<file path="src/rtl/sramc_pkg.sv">
package sramc_pkg;
   typedef enum logic [2:0] {
      ST_IDLE,
      ST_RD_ACCESS,
      ST_RD_DONE,
      ST_WR_SETUP,
      ST_WR_PULSE,
      ST_WR_RELEASE,
      ST_TURNAROUND
   } sramc_state_e;
endpackage

</file>
<file path="src/rtl/sramc_timer.sv">
module sramc_timer #(
   parameter int CW = 4
) (
   input  logic          clk,
   input  logic          rst_n,
   input  logic          load,
   input  logic [CW-1:0] load_val,
   output logic [CW-1:0] cnt_q,
   output logic [CW-1:0] cnt_d,
   output logic          zero
);
   always_comb begin
      if (load)
         cnt_d = load_val;
      else if (cnt_q != '0)
         cnt_d = cnt_q - 1'b1;
      else
         cnt_d = cnt_q;
   end

   always_ff @(posedge clk or negedge rst_n) begin
      if (!rst_n) cnt_q <= '0;
      else        cnt_q <= cnt_d;
   end

   assign zero = (cnt_q == '0);

   // an unloaded, nonzero count steps down by exactly one
   p_count_down_r2: assert property (@(posedge clk) disable iff (!rst_n)
      (!$past(load) && $past(cnt_q) != '0) |-> cnt_q == $past(cnt_q) - 1'b1);
endmodule

</file>
<file path="src/rtl/sramc_hold.sv">
module sramc_hold #(
   parameter int AW = 15,
   parameter int DW = 8
) (
   input  logic          clk,
   input  logic          rst_n,
   input  logic          capture,
   input  logic [AW-1:0] addr_i,
   input  logic [DW-1:0] wdata_i,
   input  logic          sample,
   input  logic [DW-1:0] rd_i,
   output logic [AW-1:0] addr_q,
   output logic [DW-1:0] wdata_q,
   output logic [DW-1:0] rdata_q
);
   always_ff @(posedge clk or negedge rst_n) begin
      if (!rst_n) begin
         addr_q  <= '0;
         wdata_q <= '0;
      end else if (capture) begin
         addr_q  <= addr_i;
         wdata_q <= wdata_i;
      end
   end

   always_ff @(posedge clk or negedge rst_n) begin
      if (!rst_n)      rdata_q <= '0;
      else if (sample) rdata_q <= rd_i;
   end

   // read data only moves on a sampling edge
   p_rdata_kept_r3: assert property (@(posedge clk) disable iff (!rst_n)
      !$past(sample) |-> $stable(rdata_q));
   // captured request fields only move on an accepting edge
   p_fields_kept_r8: assert property (@(posedge clk) disable iff (!rst_n)
      !$past(capture) |-> ($stable(addr_q) && $stable(wdata_q)));
endmodule

</file>
<file path="src/rtl/sramc_ctrl.sv">
module sramc_ctrl
   import sramc_pkg::*;
#(
   parameter int ADDR_W     = 15,
   parameter int DATA_W     = 8,
   parameter int RD_CYC     = 9,
   parameter int WE_PULSE   = 7,
   parameter int DATA_SETUP = 4,
   parameter int TURN       = 3
) (
   input  logic              clk,
   input  logic              rst_n,
   input  logic              host_req,
   input  logic              host_wr,
   input  logic [ADDR_W-1:0] host_addr,
   input  logic [DATA_W-1:0] host_wdata,
   output logic              host_ack,
   output logic [DATA_W-1:0] host_rdata,
   output logic              mem_cs_n,
   output logic              mem_oe_n,
   output logic              mem_we_n,
   output logic [ADDR_W-1:0] mem_addr,
   output logic [DATA_W-1:0] mem_dq_out,
   output logic              mem_dq_oe,
   input  logic [DATA_W-1:0] mem_dq_in
);
   localparam int MAX_A = (RD_CYC > WE_PULSE) ? RD_CYC : WE_PULSE;
   localparam int MAXC  = (MAX_A > TURN) ? MAX_A : TURN;
   localparam int CW    = $clog2(MAXC + 1);
   localparam logic [CW-1:0] RD_LOAD = CW'(RD_CYC - 1);
   localparam logic [CW-1:0] WE_LOAD = CW'(WE_PULSE - 1);
   localparam logic [CW-1:0] DS_C    = CW'(DATA_SETUP);

   if (ADDR_W < 1 || DATA_W < 1) begin : g_bad_width
      $error("sramc_ctrl: bus widths must be positive");
   end
   if (RD_CYC < 1 || WE_PULSE < 1) begin : g_bad_strobe
      $error("sramc_ctrl: read and strobe lengths must be at least one cycle");
   end
   if (DATA_SETUP < 1 || DATA_SETUP > WE_PULSE) begin : g_bad_setup
      $error("sramc_ctrl: data setup must lie within the strobe");
   end
   if (TURN < 0) begin : g_bad_turn
      $error("sramc_ctrl: turnaround cannot be negative");
   end

   sramc_state_e    st_q, st_d, rd_exit;
   logic            load, zero;
   logic [CW-1:0]   load_val, cnt_q, cnt_d, turn_val;
   logic            accept, sample;

   if (TURN > 0) begin : g_turn
      assign rd_exit  = ST_TURNAROUND;
      assign turn_val = CW'(TURN - 1);
   end else begin : g_no_turn
      assign rd_exit  = ST_IDLE;
      assign turn_val = '0;
   end

   assign accept = (st_q == ST_IDLE) && host_req;
   assign sample = (st_q == ST_RD_ACCESS) && zero;

   always_comb begin
      st_d     = st_q;
      load     = 1'b0;
      load_val = '0;
      unique case (st_q)
         ST_IDLE: if (host_req) begin
            load = 1'b1;
            if (host_wr) st_d = ST_WR_SETUP;
            else begin
               st_d     = ST_RD_ACCESS;
               load_val = RD_LOAD;
            end
         end
         ST_RD_ACCESS: if (zero) st_d = ST_RD_DONE;
         ST_RD_DONE: begin
            st_d     = rd_exit;
            load     = 1'b1;
            load_val = turn_val;
         end
         ST_TURNAROUND: if (zero) st_d = ST_IDLE;
         ST_WR_SETUP: begin
            st_d     = ST_WR_PULSE;
            load     = 1'b1;
            load_val = WE_LOAD;
         end
         ST_WR_PULSE:   if (zero) st_d = ST_WR_RELEASE;
         ST_WR_RELEASE: st_d = ST_IDLE;
         default:       st_d = ST_IDLE;
      endcase
   end

   sramc_timer #(.CW(CW)) u_timer (
      .clk      (clk),
      .rst_n    (rst_n),
      .load     (load),
      .load_val (load_val),
      .cnt_q    (cnt_q),
      .cnt_d    (cnt_d),
      .zero     (zero)
   );

   sramc_hold #(.AW(ADDR_W), .DW(DATA_W)) u_hold (
      .clk     (clk),
      .rst_n   (rst_n),
      .capture (accept),
      .addr_i  (host_addr),
      .wdata_i (host_wdata),
      .sample  (sample),
      .rd_i    (mem_dq_in),
      .addr_q  (mem_addr),
      .wdata_q (mem_dq_out),
      .rdata_q (host_rdata)
   );

   always_ff @(posedge clk or negedge rst_n) begin
      if (!rst_n) begin
         st_q      <= ST_IDLE;
         mem_cs_n  <= 1'b1;
         mem_oe_n  <= 1'b1;
         mem_we_n  <= 1'b1;
         mem_dq_oe <= 1'b0;
         host_ack  <= 1'b0;
      end else begin
         st_q      <= st_d;
         mem_cs_n  <= (st_d == ST_IDLE) || (st_d == ST_RD_DONE) ||
                      (st_d == ST_TURNAROUND);
         mem_oe_n  <= (st_d != ST_RD_ACCESS);
         mem_we_n  <= (st_d != ST_WR_PULSE);
         mem_dq_oe <= ((st_d == ST_WR_PULSE) && (cnt_d < DS_C)) ||
                      (st_d == ST_WR_RELEASE);
         host_ack  <= (st_d == ST_RD_DONE) || (st_d == ST_WR_RELEASE);
      end
   end

   // output enable only during a selected, non-writing cycle
   p_oe_in_read_r2: assert property (@(posedge clk) disable iff (!rst_n)
      !mem_oe_n |-> (!mem_cs_n && mem_we_n));
   // write strobe only inside chip select, with output enable high
   p_we_in_write_r4: assert property (@(posedge clk) disable iff (!rst_n)
      !mem_we_n |-> (!mem_cs_n && mem_oe_n));
   // the pad never drives while the memory may drive
   p_no_clash_r5: assert property (@(posedge clk) disable iff (!rst_n)
      mem_dq_oe |-> mem_oe_n);
   // write enable rises with data still driven
   p_data_at_rise_r5: assert property (@(posedge clk) disable iff (!rst_n)
      $rose(mem_we_n) |-> (mem_dq_oe && $past(mem_dq_oe)));
   // acknowledge is a single-cycle pulse
   p_ack_pulse_r3: assert property (@(posedge clk) disable iff (!rst_n)
      host_ack |=> !host_ack);
   // address held while the memory is selected
   p_addr_held_r8: assert property (@(posedge clk) disable iff (!rst_n)
      (!mem_cs_n && $past(!mem_cs_n)) |-> $stable(mem_addr));
   // deselected memory sees no strobes and no drive
   p_idle_quiet_r9: assert property (@(posedge clk) disable iff (!rst_n)
      mem_cs_n |-> (mem_oe_n && mem_we_n && !mem_dq_oe));
endmodule

</file>
<file path="config.mk">
export PLATFORM = sky130hd
export DESIGN_NAME = sramc_ctrl
export DESIGN_NICKNAME = d
export VERILOG_FILES = /design/src/rtl/sramc_pkg.sv /design/src/rtl/sramc_timer.sv /design/src/rtl/sramc_hold.sv /design/src/rtl/sramc_ctrl.sv
export SDC_FILE = /design/constraint.sdc
export NUM_CORES = 1
export LEC_CHECK = 0
export BUFFER_PORTS_ARGS = -buffer_cell sky130_fd_sc_hd__buf_2
export CAP_MARGIN = 25
export CORE_MARGIN = 2
export CORE_UTILIZATION = 45
export CTS_BUF_LIST = sky130_fd_sc_hd__clkbuf_4 sky130_fd_sc_hd__clkbuf_8
export CTS_CLUSTER_DIAMETER = 30
export DETAILED_ROUTE_END_ITERATION = 8
export PLACE_DENSITY = 0.77
export SLEW_MARGIN = 25
export SYNTH_ARGS = -nofsm -noshare
export SYNTH_HDL_FRONTEND = slang
export SYNTH_SLANG_ARGS = --single-unit
</file>
<file path="constraint.sdc">
create_clock -name clk -period 1.65 [get_ports clk]
set_clock_uncertainty 0.15 [all_clocks]
set_input_delay 0.0825 -clock clk [delete_from_list [all_inputs] [get_ports clk]]
set_output_delay 0.0825 -clock clk [all_outputs]
set_load 0.01 [all_outputs]
</file>
==> flow_summary.json, run 1 <==
{
  "critPathRequiredTime_ns": 1.68,
  "rows": 23,
  "end_kind": "flop",
  "gr-total-overflow": 0,
  "grt_max_degree": 25,
  "synth_cells": 121,
  "crit_chain": "nor4b_4, buf_12, mux2_2",
  "drt-initial-drc-count": 59,
  "syn-cell-area_um2": 1840,
  "antenna_cells": 0,
  "synth_edf_count": 0,
  "wl_per_cell_um": 15.0,
  "fin_nets": 273,
  "cp_slowest_stage_delay_ns": 0.41,
  "yosys.area.top_type": "dfrtp_1",
  "yosysSeqAreaShare": 0.588,
  "htreeDepth": 2,
  "gp_congestion": 0.849,
  "p_sw_mw": 1.73,
  "crit_fanout": 17,
  "antenna_found_initial": 0,
  "yosysMostFrequentCell": "dfrtp_1",
  "drc_errors": 0,
  "critPathLaunchType": "flop",
  "tightest_slew_ns": 0.511,
  "clk_latency_ns": 0.29,
  "syn_nets": 156,
  "core_um2": 3970,
  "rr_worst_depth": 3,
  "min_period_over_period": 0.984,
  "synth_seq_cells": 43,
  "setup_viol": 0,
  "die_w_um": 67.9,
  "grt_use_total": 0.197,
  "die-area_um2": 4610,
  "io-pin-count": 71,
  "p_per_area_nw_per_um2": 1780,
  "fin_cells": 289,
  "vdd_ir_drop_max_mv": 0.782,
  "place_inst": 245,
  "max_slew_margin": 0.660,
  "start_util": 0.462,
  "internal_power_mw": 3.17,
  "synth_commonest_cells": "dfrtp_1 (40), mux2_4 (17), mux2_2 (14), nor2_1 (7), a21oi_1 (4)",
  "fmax_ghz": 0.616,
  "hold_viol": 0,
  "io_buffers": 70,
  "grt_pass1_wl_um": 6630,
  "clkSinkCount": 43,
  "finalInstanceArea_um2": 2750,
  "slowest_stage": "dfrtp_1",
  "vias": 1412,
  "whs_ns": 0.163,
  "die_h_um": 67.9,
  "seqPwrFrac": 0.393,
  "synth_cell_types": 34,
  "yosysTopAreaCellShare": 0.545,
  "placed_area_um2": 2290,
  "ys_warn_count": 0,
  "vias_per_cell": 4.89,
  "hold_path.class": "primary input to async pin",
  "critPathArrivalTime_ns": 1.65,
  "cts_root_buf": "clkbuf_8",
  "synth_area_leaders": "dfrtp_1 (55%), mux2_4 (14%), mux2_2 (8.6%)",
  "dr.pass1.iters": 4,
  "drive_above_1_share": 0.565,
  "p_leak_nw": 1.30,
  "synthToLayoutAreaGrowth_pct": 49.7,
  "numCtsBuffers": 5,
  "num-fill-cells": 264,
  "maxCapViolCount": 0,
  "drv_slew": 0,
  "path_clk_slew_ns": 0.08,
  "pwr-share-clk": 0.132,
  "cts_tree": "built",
  "grt_pass1_vias": 1408,
  "period_minus_slack_ns": 1.62,
  "dp.final_hpwl_um": 2810,
  "finalWirelength_um": 4330,
  "swShare": 0.352,
  "clockBufferDepth": 2,
  "rsz0062_at_grt": "yes",
  "comb_power_share": 0.475,
  "outcome": "complete, no violations",
  "synthArstFlopShare": 1.00,
  "postRouteAntennaNets": 0,
  "ys.flop_type": "dfrtp_1",
  "path_class": "flop to flop",
  "synth_area_per_cell_um2": 15.2
}
cells by family after synthesis:
group / count (synthesis) / share of synthesized area
multiplexers: 32 / 0.230
XOR/XNOR: 1 / 0.00477
AO/OA/AOI/OAI: 14 / 0.0511
flip-flops: 43 / 0.588
AND/OR/NAND/NOR: 25 / 0.101
buffers and inverters: 6 / 0.0245
placed cells by master (no fill, tap or decap), types with 2 or more instances in the layout:
cell           count
mux2_4            17
dfrtp_1           37
dfstp_2            3
o21ai_0            2
nor2_1             6
buf_4              8
clkbuf_8           5
dfrtp_2            3
dlygate4sd3_1     34
nor3_1             2
mux2_2            14
or2_2              2
buf_2             70
nand3b_1           3
a21oi_1            3
flip-flops by register name, indices dropped and copies added, names as in the netlist, 3 cells and up:
register and count:
u_hold.rdata_q 8, st_q 3, u_timer.cnt_q 4, u_hold.addr_q 15
u_hold.wdata_q 8
area by class of cell:
cell class                 count  area (um2)  share of cell area
tap                           50        62.6              0.0228
sequential                    43        1080               0.394
multi-input combinational     73         727               0.265
timing repair buffer         114         782               0.285
clock buffer                   6        76.3              0.0278
clock inverter                 2        12.5             0.00455
inverter                       1        3.75             0.00137
power groups by stage:
stage / Clock (mW) / Sequential, mW / Combinational (mW)
2_1_floorplan: 0 / 2.13 / 1.18
3_3_place_gp: 0 / 1.90 / 2.13
3_5_place_dp: 0 / 1.92 / 2.20
4_1_cts: 0.667 / 1.91 / 2.27
5_1_grt: 0.713 / 1.98 / 2.52
6_report: 0.645 / 1.93 / 2.33
layer usage:
layer / part of all wire / vias up / global-route usage
li1: - / 668 / -
met1: 0.39 / 688 / 0.224
met2: 0.53 / 51 / 0.365
met3: 0.067 / 5 / 0.0329
met4: 0.0083 / 0 / 0.0825
met5: 0 / - / 0
worst max-delay path, delay by kind of cell, from the launching register on:
family,cells,cell delay (ns)
buf+inv,1,0.22
simple gates,1,0.38
flops,1,0.41
mux,1,0.35
stage by stage:
step           worst slack, ns  utilization  TNS [ns]  power (mW)
3_5_place_dp            0.0495        0.576         0        4.13
5_1_grt                -0.0210        0.692    -0.137        5.21
3_3_place_gp            0.0731        0.576         0        4.03
6_report                0.0262        0.692         0        4.90
4_1_cts                 0.0432        0.684         0        4.85
2_1_floorplan          -0.0774            -     -1.23        3.31
final timing paths:
| kind | start | to | slack, ns |
|---|---|---|---|
| worst max-delay path | st_q[2]$_DFF_PN0_ | u_hold.addr_q[5]$_DFFE_PN0P_ | 0.03 |
| worst min-delay path | rst_n | u_hold.rdata_q[0]$_DFFE_PN0P_ | 0.16 |
| worst max register to register | st_q[2]$_DFF_PN0_ | u_hold.addr_q[5]$_DFFE_PN0P_ | 0.03 |
| worst min register to register | u_hold.rdata_q[6]$_DFFE_PN0P_ | u_hold.rdata_q[6]$_DFFE_PN0P_ | 0.36 |
| max in group asynchronous | rst_n | u_hold.addr_q[13]$_DFFE_PN0P_ | 0.60 |
| min in group clk | u_hold.rdata_q[6]$_DFFE_PN0P_ | u_hold.rdata_q[6]$_DFFE_PN0P_ | 0.36 |
timing repair:
item | 4_1_cts | 5_1_grt
endpoints found under the setup margin | 0 | 15
gates resized for setup | 0 | 5
hold buffers | 34 | 0
buffers inserted | 0 | 1
endpoints found under the hold margin | 57 | 0
Power figures use the tool's default switching activity.
==> inputs of run 2 (changes only) <==
--- a/config.mk
+++ b/config.mk
@@ -7,3 +7,3 @@
 export LEC_CHECK = 0
-export BUFFER_PORTS_ARGS = -buffer_cell sky130_fd_sc_hd__buf_2
+export BUFFER_PORTS_ARGS = -buffer_cell sky130_fd_sc_hd__buf_4
 export CAP_MARGIN = 25
==> constraint.sdc (replaced) <==
create_clock -name clk -period 1.65 [get_ports clk]
set_clock_uncertainty 0.15 [all_clocks]
set_input_delay 0.33 -clock clk [delete_from_list [all_inputs] [get_ports clk]]
set_output_delay 0.33 -clock clk [all_outputs]
set_load 0.01 [all_outputs]
==> run 2 against run 1 <==
Combinational power increased by 8%. Die area unchanged. First-iteration DRC count decreased by 20%. Critical path depth increased by 1. Flip-flop and latch count unchanged. Final cell count decreased by 12%. Register-to-register slack about the same. Sequential power about the same. Maximum frequency about the same. Setup slack about the same. Clock-buffer cell count increased by 2. Critical endpoint is now u_hold.addr_q[0]$_DFFE_PN0P_.
==> flow_summary.json, run 2 (synthesis results as in run 1) <==
{
  "outcome": "complete, no violations",
  "hold_path.class": "primary input to flop",
  "synthToLayoutAreaGrowth_pct": 41.9,
  "num-fill-cells": 274,
  "maxCapViolCount": 0,
  "grt_max_degree": 44,
  "antenna_cells": 0,
  "gp_congestion": 0.788,
  "rows": 23,
  "critPathRequiredTime_ns": 1.67,
  "drc_errors": 0,
  "postRouteAntennaNets": 0,
  "reg_top3": "u_hold.addr_q (15), u_hold.rdata_q (8), u_hold.wdata_q (8)",
  "clk_latency_ns": 0.28,
  "critPathLaunchType": "flop",
  "crit_fanout": 10,
  "numCtsBuffers": 5,
  "worstReg2RegStart": "st_q[1]$_DFF_PN0_",
  "start_util": 0.462,
  "top_register": "u_hold.addr_q",
  "grt_pass1_vias": 1272,
  "fin_nets": 238,
  "startpoint": "st_q[1]$_DFF_PN0_",
  "r2r_setup_slack_ns": 0.03,
  "die_w_um": 67.9,
  "htreeDepth": 2,
  "hold_viol": 0,
  "dr.pass1.iters": 4,
  "whs_ns": 0.0890,
  "grt_pass1_wl_um": 5920,
  "fmax_ghz": 0.616,
  "drv_slew": 0,
  "final_common_cell": "buf_4",
  "rr_endpoint": "u_hold.addr_q[0]$_DFFE_PN0P_",
  "final_cell_mix": "buf_4 (76), dfrtp_1 (37), mux2_4 (18)",
  "antenna_found_initial": 0,
  "finalInstanceArea_um2": 2610,
  "drive_above_1_share": 0.642,
  "wl_per_cell_um": 15.6,
  "finalPower_mw": 5.18,
  "cts_tree": "built",
  "min_period_over_period": 0.984,
  "vias": 1281,
  "die-area_um2": 4610,
  "gr-total-overflow": 0,
  "core_um2": 3970,
  "vdd_ir_drop_max_mv": 0.687,
  "io-pin-count": 71,
  "holdPathStages": 2,
  "end_kind": "flop",
  "place_inst": 243,
  "fin_cells": 254,
  "die_h_um": 67.9,
  "largest_register_ff_count": 15,
  "placed_area_um2": 2450,
  "grt_use_total": 0.175,
  "clkSinkCount": 43,
  "drt-initial-drc-count": 47,
  "p_per_area_nw_per_um2": 1990,
  "io_buffers": 70,
  "vias_per_cell": 5.04,
  "clockBufferDepth": 2,
  "max_slew_margin": 0.647,
  "path_clk_slew_ns": 0.08,
  "holdPathEnd": "u_timer.cnt_q[3]$_DFF_PN0_",
  "dp.final_hpwl_um": 2820,
  "rr_worst_depth": 4,
  "cts_root_buf": "clkbuf_8",
  "critPathArrivalTime_ns": 1.65,
  "hold_start": "host_wr",
  "period_minus_slack_ns": 1.62,
  "p_leak_nw": 1.24,
  "setup_viol": 0,
  "finalWirelength_um": 3970,
  "tightest_slew_ns": 0.530,
  "path_class": "flop to flop"
}
run 2: cell count changes in the layout (fill, tap and decap cells not counted), sizes merged:
cell         previous run  this run
clkinvlp                1         0
nand3                   3         2
clkinv                  1         0
buf                    80        78
dlygate4sd3            34         1
clkbuf                  6         9
run 2: per-stage QoR:
stage | worst slack [ns] | utilization | TNS, ns
after CTS | 0.00344 | 0.647 | 0
after global routing | -0.0162 | 0.656 | -0.0654
after global placement | 0.0697 | 0.617 | 0
after floorplan | -0.0774 | - | -1.23
final | 0.0262 | 0.656 | 0
after detailed placement | 0.0191 | 0.617 | 0
run 2: repair_timing:
action,4_1_cts,5_1_grt
gates cloned,0,1
resized for setup,2,2
pin swaps,1,3
buffers inserted,0,1
endpoints found under the hold margin,40,0
setup endpoints to repair,7,8
hold buffers,1,0
run 2: layout make-up:
type                       count  area [um2]  share of cell area
inverter                       1        3.75             0.00144
multi-input combinational     72         714               0.274
clock buffer                   8         104              0.0399
sequential                    43        1080               0.416
tap                           50        62.6              0.0240
timing repair buffer          80         637               0.244
run 2: layer usage:
layer / global-route usage / wire (um) / vias to the layer above
li1: - / - / 600
met1: 0.226 / 1650 / 619
met2: 0.286 / 1940 / 57
met3: 0.0378 / 330 / 5
met4: 0.0750 / 51 / 0
met5: 0 / 0 / -
run 2: worst max-delay path by stage:
stage	endpoint	slack, ns	cells past startpoint
finish	u_hold.addr_q[0]$_DFFE_PN0P_	0.03	4
global placement	u_hold.addr_q[1]$_DFFE_PN0P_	0.07	3
global route	u_hold.addr_q[0]$_DFFE_PN0P_	-0.02	4
CTS	u_hold.addr_q[10]$_DFFE_PN0P_	0.003	3
floorplan	u_hold.addr_q[11]$_DFFE_PN0P_	-0.08	3
detailed placement	u_hold.addr_q[3]$_DFFE_PN0P_	0.02	3
run 2: power breakdown:
part           total, mW  switching [mW]  internal [mW]
sequential          1.94           0.341           1.60
combinational       2.51            1.02           1.49
clock              0.727           0.329          0.398
run 2: critical path: stages, from the launching register on:
cell,delay [ns]
dfrtp_1,0.41
nor4b_4,0.27
buf_4,0.19
buf_6,0.18
mux2_4,0.31
